**src/rtl/ctlrate_pkg.sv**
```systemverilog
package ctlrate_pkg;
   localparam int PTR_W    = 3;
   localparam int CODE_OFF = 0;
   localparam int CODE_HI  = 6;
   localparam int CODE_MAX = 7;
   typedef logic [PTR_W-1:0] rate_code_t;
endpackage

```
**src/rtl/ctlrate_persist.sv**
```systemverilog
module ctlrate_persist
   import ctlrate_pkg::*;
#(
   parameter int PERSIST  = 4,
   parameter int RST_CODE = 0
) (
   input  logic       clk,
   input  logic       rst_n,
   input  logic       hf_strobe,
   input  logic       link_synced,
   input  rate_code_t ptr_in,
   output rate_code_t acc_code,
   output logic       acc_pulse
);
   localparam int CNT_W = $clog2(PERSIST + 1);
   localparam logic [CNT_W-1:0] LAST = CNT_W'(PERSIST - 1);

   if (PERSIST < 2) begin : g_bad_persist
      $error("ctlrate_persist: PERSIST must be at least 2");
   end
   if (RST_CODE > CODE_MAX) begin : g_bad_rst
      $error("ctlrate_persist: RST_CODE out of range");
   end

   rate_code_t       cand_q;
   logic [CNT_W-1:0] run_q;

   always_ff @(posedge clk) begin
      if (!rst_n) begin
         acc_code  <= rate_code_t'(RST_CODE);
         cand_q    <= '0;
         run_q     <= '0;
         acc_pulse <= 1'b0;
      end else begin
         acc_pulse <= 1'b0;
         if (!link_synced) begin
            run_q <= '0;
         end else if (hf_strobe) begin
            if (ptr_in == acc_code) begin
               run_q <= '0;
            end else if (run_q != '0 && ptr_in == cand_q) begin
               if (run_q == LAST) begin
                  acc_code  <= ptr_in;
                  run_q     <= '0;
                  acc_pulse <= 1'b1;
               end else begin
                  run_q <= run_q + 1'b1;
               end
            end else begin
               cand_q <= ptr_in;
               run_q  <= CNT_W'(1);
            end
         end
      end
   end
endmodule

```
**src/rtl/ctlrate_decode.sv**
```systemverilog
module ctlrate_decode
   import ctlrate_pkg::*;
#(
   parameter int LR_W    = 4,
   parameter int KBPS_W  = 16,
   parameter int STEP    = 480,
   parameter int HI_MULT = 8,
   parameter bit OUT_REG = 1'b0
) (
   input  logic              clk,
   input  logic              rst_n,
   input  rate_code_t        code,
   input  logic [LR_W-1:0]   line_mult,
   output logic [KBPS_W-1:0] kbps
);
   localparam int MAX_KBPS = STEP * ((1 << LR_W) - 1);

   if (MAX_KBPS >= (1 << KBPS_W)) begin : g_bad_width
      $error("ctlrate_decode: KBPS_W too small for STEP and LR_W");
   end
   if (HI_MULT >= (1 << LR_W)) begin : g_bad_hi
      $error("ctlrate_decode: HI_MULT does not fit LR_W");
   end

   logic [LR_W-1:0]   mult;
   logic [KBPS_W-1:0] rate_c;

   always_comb begin
      case (code)
         rate_code_t'(CODE_OFF): mult = '0;
         rate_code_t'(CODE_HI):  mult = LR_W'(HI_MULT);
         rate_code_t'(CODE_MAX): mult = line_mult;
         default:                mult = LR_W'(code);
      endcase
      if (mult != '0 && mult <= line_mult) begin
         rate_c = KBPS_W'(mult) * KBPS_W'(STEP);
      end else begin
         rate_c = '0;
      end
   end

   if (OUT_REG) begin : g_reg
      always_ff @(posedge clk) begin
         if (!rst_n) kbps <= '0;
         else        kbps <= rate_c;
      end
   end else begin : g_comb
      assign kbps = rate_c;
   end
endmodule

```
**src/rtl/ctlrate_filter.sv**
```systemverilog
module ctlrate_filter
   import ctlrate_pkg::*;
#(
   parameter int BYTE_W   = 8,
   parameter int CFG_W    = 8,
   parameter int TX_LSB   = 4,
   parameter int STAT_W   = 8,
   parameter int RX_LSB   = 0,
   parameter int LR_W     = 4,
   parameter int KBPS_W   = 16,
   parameter int STEP     = 480,
   parameter int HI_MULT  = 8,
   parameter int PERSIST  = 4,
   parameter int RST_CODE = 0,
   parameter bit OUT_REG  = 1'b0
) (
   input  logic              clk,
   input  logic              rst_n,
   input  logic              hf_strobe,
   input  logic [BYTE_W-1:0] ctl_byte,
   input  logic              link_synced,
   input  logic [CFG_W-1:0]  cfg_word,
   input  logic [LR_W-1:0]   line_mult,
   output logic [PTR_W-1:0]  rx_rate,
   output logic [STAT_W-1:0] status_word,
   output logic [KBPS_W-1:0] rx_kbps,
   output logic [PTR_W-1:0]  tx_rate,
   output logic [KBPS_W-1:0] tx_kbps,
   output logic              rate_changed
);
   if (BYTE_W < PTR_W) begin : g_bad_byte
      $error("ctlrate_filter: BYTE_W too narrow");
   end
   if (CFG_W < TX_LSB + PTR_W) begin : g_bad_cfg
      $error("ctlrate_filter: transmit field outside CFG_W");
   end
   if (STAT_W < RX_LSB + PTR_W) begin : g_bad_stat
      $error("ctlrate_filter: receive field outside STAT_W");
   end

   rate_code_t ptr;
   rate_code_t acc;

   assign ptr     = ctl_byte[PTR_W-1:0];
   assign rx_rate = acc;
   assign tx_rate = cfg_word[TX_LSB +: PTR_W];

   always_comb begin
      status_word = '0;
      status_word[RX_LSB +: PTR_W] = acc;
   end

   ctlrate_persist #(.PERSIST(PERSIST), .RST_CODE(RST_CODE)) i_persist (
      .clk        (clk),
      .rst_n      (rst_n),
      .hf_strobe  (hf_strobe),
      .link_synced(link_synced),
      .ptr_in     (ptr),
      .acc_code   (acc),
      .acc_pulse  (rate_changed)
   );

   ctlrate_decode #(.LR_W(LR_W), .KBPS_W(KBPS_W), .STEP(STEP),
                    .HI_MULT(HI_MULT), .OUT_REG(OUT_REG)) i_rx_dec (
      .clk      (clk),
      .rst_n    (rst_n),
      .code     (acc),
      .line_mult(line_mult),
      .kbps     (rx_kbps)
   );

   ctlrate_decode #(.LR_W(LR_W), .KBPS_W(KBPS_W), .STEP(STEP),
                    .HI_MULT(HI_MULT), .OUT_REG(OUT_REG)) i_tx_dec (
      .clk      (clk),
      .rst_n    (rst_n),
      .code     (tx_rate),
      .line_mult(line_mult),
      .kbps     (tx_kbps)
   );
endmodule

```
**config.mk**
```make
export PLATFORM = sky130hd
export DESIGN_NAME = ctlrate_filter
export DESIGN_NICKNAME = d
export VERILOG_FILES = /design/src/rtl/ctlrate_pkg.sv /design/src/rtl/ctlrate_persist.sv /design/src/rtl/ctlrate_decode.sv /design/src/rtl/ctlrate_filter.sv
export SDC_FILE = /design/constraint.sdc
export NUM_CORES = 1
export LEC_CHECK = 0
export CORE_ASPECT_RATIO = 0.5
export CORE_MARGIN = 1
export CORE_UTILIZATION = 40
export DETAILED_ROUTE_END_ITERATION = 8
export PLACE_DENSITY = 0.82
export SLEW_MARGIN = 25
export SYNTH_ARGS = -nofsm -noshare
export SYNTH_HDL_FRONTEND = slang
export SYNTH_HIERARCHICAL = 1
export SYNTH_SLANG_ARGS = --single-unit
```
**constraint.sdc**
```tcl
create_clock -name clk -period 6.7 [get_ports clk]
set_input_delay 1.34 -clock clk [delete_from_list [all_inputs] [get_ports clk]]
set_output_delay 1.34 -clock clk [all_outputs]
set_load 0.01 [all_outputs]
```
# Word-level counts from Yosys, hierarchy flattened
# Cells that the tools add are included.
# word_totals
reg_bits	10
word_cells	41
# op_classes
n_addsub	1
mul	2
n_lt_le_gt_ge	2
n_eq_ne	7
muxes	8
n_bitwise	5
reduce_logical	12
# ops
op	count
two-way mux 13 bit	2
case mux 4 bit (3 select lines)	2
multiplier 4 x 4 -> 8 bit, second input constant	2
equality test 3 bit, second input constant	4
two-way mux 3 bit	3
less-or-equal comparator 4 bit	2
nonzero test 4 bit	2
equality test 3 bit	2
logical NOT 3 bit	2
inverter 1 bit	5
AND reduction 5 bit	1
OR reduction 5 bit	1
AND reduction 4 bit	1
adder 3 x 1 -> 3 bit, second input constant	1
equality test 3 x 2 -> 1 bit, second input constant	1
logical AND 1 bit	3
nonzero test 3 bit	1
AND reduction 2 bit	1
two-way mux 1 bit	1

# Longest topological paths before layout
# Gate-level depths: netlist of run 1.
# logic_depth
depth_word	5
depth_mapped	14
mapped_depth_nobuf	14

# Modules after synthesis
# Netlist of run 1, hierarchy kept.
# by_module_without_submodules
module	n_inst	cells_per_inst	area_per_inst_um2	seq_area_each_um2
ctlrate_decode (i_tx_dec)	1	78	601.8	0.0
ctlrate_decode (i_rx_dec)	1	78	594.3	0.0
ctlrate_persist	1	58	523.0	200.2
ctlrate_filter	1	12	86.3	0.0

# Least setup slack after synthesis of run 1
# Ideal clock, no wire load.
# synth_timing
path_type	input-to-output
start	in cfg_word[6]
end	out tx_kbps[12]
arrival_ps	3835
t_required_ps	5360
setup_slack_ps	1525
cell_stages	11
path_cell_list	nand2_1 o21ai_0 ha_1 ha_1 fa_1 ha_1 a211oi_2 o21bai_1 a21oi_1 xor2_1 nor2_1
# synth_via
elab_chain_cells	5
word_cells_on_any_way	9
cone_classes	mul: 1; order compare: 1; eq/ne: 2; mux: 2; reduce/logical: 3
# synth_rtl
element	line	source
start, declared	ctlrate_filter.sv:22	input logic [CFG_W-1:0] cfg_word,
equality test 3 bit or logical NOT 3 bit (tied branches)	ctlrate_decode.sv:29	case (code)
case mux 4 bit (3 select lines) *	ctlrate_decode.sv:29	
branches (longest 2 deep; another with multiplier 4 x 4 -> 8 bit)	n/a	
two-way mux 13 bit *	ctlrate_decode.sv:35	if (mult != '0 && mult <= line_mult) begin
end, declared	ctlrate_filter.sv:28	output logic [KBPS_W-1:0] tx_kbps,
# Every way passes the cells marked *.

# Worst setup path after layout of run 1
# layout_timing
start	in cfg_word[4]
end	out tx_kbps[12]
# The elaborated chain is that of the path after synthesis.

==> results of run 1 <==
==> per-layer routing <==
layer	global-route usage	wire length, µm	vias up
li1	-	-	773
met2	0.2606	1608	39
met4	0.01741	14	0
met1	0.1881	1595	681
met5	0	0	-
met3	0.02837	116	2
==> cell families (layout without fill, tap and decap cells) <==
logic type,Yosys count,in the layout,synth area share
AND/OR/NAND/NOR,55,55,0.1525
flip-flops,10,10,0.1109
AO/OA/AOI/OAI,39,39,0.1524
buffers and inverters,59,73,0.1829
XOR/XNOR,14,14,0.06792
other,3,21,0.006237
adder cells (fa/ha/maj),40,40,0.2938
multiplexers,6,6,0.03327
==> timing repair <==
action	in CTS	in global routing
buffers inserted	0	0
resized for setup	0	1
setup endpoints to repair	0	1
==> worst register-to-register path: stages, from the launching register on <==
cell	delay [ns]
dfxtp_1	0.35
inv_1	0.07
ha_1	0.20
inv_1	0.05
o2111ai_1	0.19
or4_4	0.53
mux2i_1	0.15
==> synth_stat cells (2+ instances only) <==
master,n,area share
a211oi_1,2,0.0083
a211oi_2,2,0.014
a21o_1,6,0.025
a21oi_1,6,0.017
a22oi_1,2,0.0083
buf_4,27,0.11
conb_1,3,0.0062
dfxtp_1,10,0.11
fa_1,4,0.044
ha_1,36,0.25
inv_1,30,0.062
mux2i_1,6,0.033
nand2_1,17,0.035
nand2_2,2,0.0069
nand2b_1,2,0.0069
nand3_1,3,0.0083
nand4_1,3,0.010
nor2_1,19,0.040
nor2b_1,2,0.0069
nor3_2,2,0.011
o211ai_2,2,0.014
o21a_1,2,0.0083
o21ai_0,9,0.025
o21bai_1,4,0.017
xnor2_1,6,0.029
xor2_1,8,0.039
==> worst max path at each step <==
| stage | end | from | slack [ns] |
|---|---|---|---|
| 2_1_floorplan | tx_kbps[12] | cfg_word[6] | 1.52 |
| 6_report | tx_kbps[12] | cfg_word[4] | 0.37 |
| 3_3_place_gp | rx_kbps[12] | line_mult[0] | 0.35 |
| 5_1_grt | tx_kbps[12] | cfg_word[4] | 0.10 |
| 4_1_cts | rx_kbps[12] | line_mult[0] | 0.29 |
| 3_5_place_dp | rx_kbps[12] | line_mult[0] | 0.31 |
==> final cells by class <==
class / instances / area [µm²]
clock buffer: 3 / 41.29
fill: 367 / 1942
inverter: 30 / 112.6
multi-input combinational: 175 / 1343
sequential: 10 / 200.2
tap: 54 / 67.56
timing repair buffer: 40 / 397.9
==> state kept, by name, indices dropped and copies added (netlist names) <==
name,cells
i_persist/acc_code,3
i_persist/run_q,3
i_persist/acc_pulse,1
i_persist/cand_q,3
==> where the power goes <==
group | internal, µW | switching (µW)
sequential | 60.9 | 0.838
combinational | 57.8 | 59.8
clock | 39.1 | 20.6
total | 158 | 81.2
==> through the flow <==
step / area [µm²] / cells
2_1_floorplan: 1873 / 244
3_3_place_gp: 2121 / 309
3_5_place_dp: 2121 / 309
4_1_cts: 2162 / 312
5_1_grt: 2162 / 312
6_report: 2162 / 312
==> results by group, run 1 <==
Synthesis
  – Predominant post-synthesis flop cell: dfxtp_1
  – Avg Inst Size Synth: between 7 and 8 µm²
  – Part of the Yosys area used for sequential elements: 0.1109
  – Async SR Flop Fraction: 0
  – Post-Syn Area: 1805 µm²
  – Netlist cell types: 37
  – Yosys warns: 6
  – Synthesis-stage register bit count: 10
  – Post-Syn Instances: 226
  – EDFF count, synth: 0

Critical path
  – CP Max Fanout: 6
  – FF-to-FF Start: i_persist/run_q[0]
  – Reg2reg setup slack: 5.05 ns
  – Delay-heaviest family, CP: adder cells
  – Worst r2r dst: i_persist/acc_code[2]
  – CP most frequent cell: ha_1
  – Startpoint type of the worst setup path: primary input
  – Slowest library cell on the worst path: clkdlybuf4s50_1
  – CP max stage delay: 0.54 ns
  – Crit path buf inv count: 3
  – CP required: around 5.4 ns
  – Critical path cell sequence: clkdlybuf4s50_1, inv_1, o21ai_0, nand2_1, ha_1, ha_1, fa_1, ha_1, a211oi_2, o21bai_1, a21oi_1, xor2_1, nor2_1, clkdlybuf4s50_1
  – CP endpoint kind: primary output
  – Critical path depth: 14
  – Crit Path Category: primary input to primary output
  – Worst Path Arrival: 4.99 ns
  – Reg2reg path depth: 6

Global route
  – Number of global-route vias before repair: between 1000 and 1500
  – GRT Total Usage: 0.1456
  – GRT overflow: 0
  – Largest net degree at the start of global routing: 13
  – Global-route wire length before repair: 5.892 mm
  – Initial antenna violation count: 0

Min path
  – Hold Crit Start: i_persist/run_q[2]
  – Hold Path End: i_persist/run_q[2]
  – Hold WC Path Type: register to register
  – Hold path cells: 2

Timing
  – Final Hold Vio Count: 0
  – FMAX: 158.0 MHz
  – Fin. max-slew vios: 0
  – RSZ-0062 raised after global routing: false
  – Fin Setup TNS: 0 ns
  – Final min period: 6.330 ns
  – Worst Slack Setup Final: 0.3697 ns
  – Post-route clock period utilization: 0.9448
  – WHS: 0.4757 ns
  – Final setup fails: 0
  – Skew final: between 0.003 and 0.004 ns

Die
  – Row count: 16
  – Total core area: about 4100 µm²
  – DIE HEIGHT: approximately 50 µm
  – Area of the die: 4802 µm²
  – IO Pins: 71
  – Die Wd: 97.01 µm
  – Initial Util: 0.4399

Finish
  – Final core utilization: 0.5268
  – Layout overhead on the synthesized area: 19.75%
  – Most common cell after layout, fill and taps aside: clkdlybuf4s50_1
  – Layout cell share with drive strength beyond 1: 0.05814
  – Most frequent cells in the layout: clkdlybuf4s50_1 (39), ha_1 (36), inv_1 (30), conb_1 (21), nor2_1 (19)
  – Inserted Diodes: 0
  – Nets: 324

Power
  – IR Drop Worst-Case VDD: 74.62 µV
  – Power after layout: 239.0 µW
  – Power Density: 110.6 nW/µm²
  – Static Leak: 0.001090 µW

Clocking
  – Clk root buf: clkbuf_8
  – CTS clk-pin slew, worst paths: 0.05 ns
  – CTS tree: done
  – Num CTS Buffers: 3
  – Number of clock sinks: 10
  – Hold Buf Count CTS: 0
  – Clk_lat worst skew: about 0.23 ns
  – H-tree levels: 1
  – Maximum clock path buffer count: 2

Detailed routing
  – DR DRC count: 0
  – Vias: 1495
  – Detailed-route wire length: 3.335 mm
  – Via/cell ratio: 4.792
  – Antenna Nets Post-Route: 0
  – DR pass1 iterations: 4
  – Post-detailed-route wirelength per cell: 10.69 µm
  – First-iteration detailed-routing DRC count: a little over 40

Placed design
  – Port buffer count: 39
  – HPWL Detailed: 2.827 mm
  – Setup Slack @ Placement: slightly above 0.3 ns
  – Gpl congestion: 0.8804

Run status
  – Status: finished, final reports clean

Job
  – Maxcap violations: 0
Note: power is estimated with default switching activity, not from simulation.
==> run 2: changes to the inputs <==
Settings changed: SLEW_MARGIN 25 to 30, TNS_END_PERCENT from default to 20.
==> results of run 2 <==
No change in the layout: final DEF, timing and power equal those of run 1.
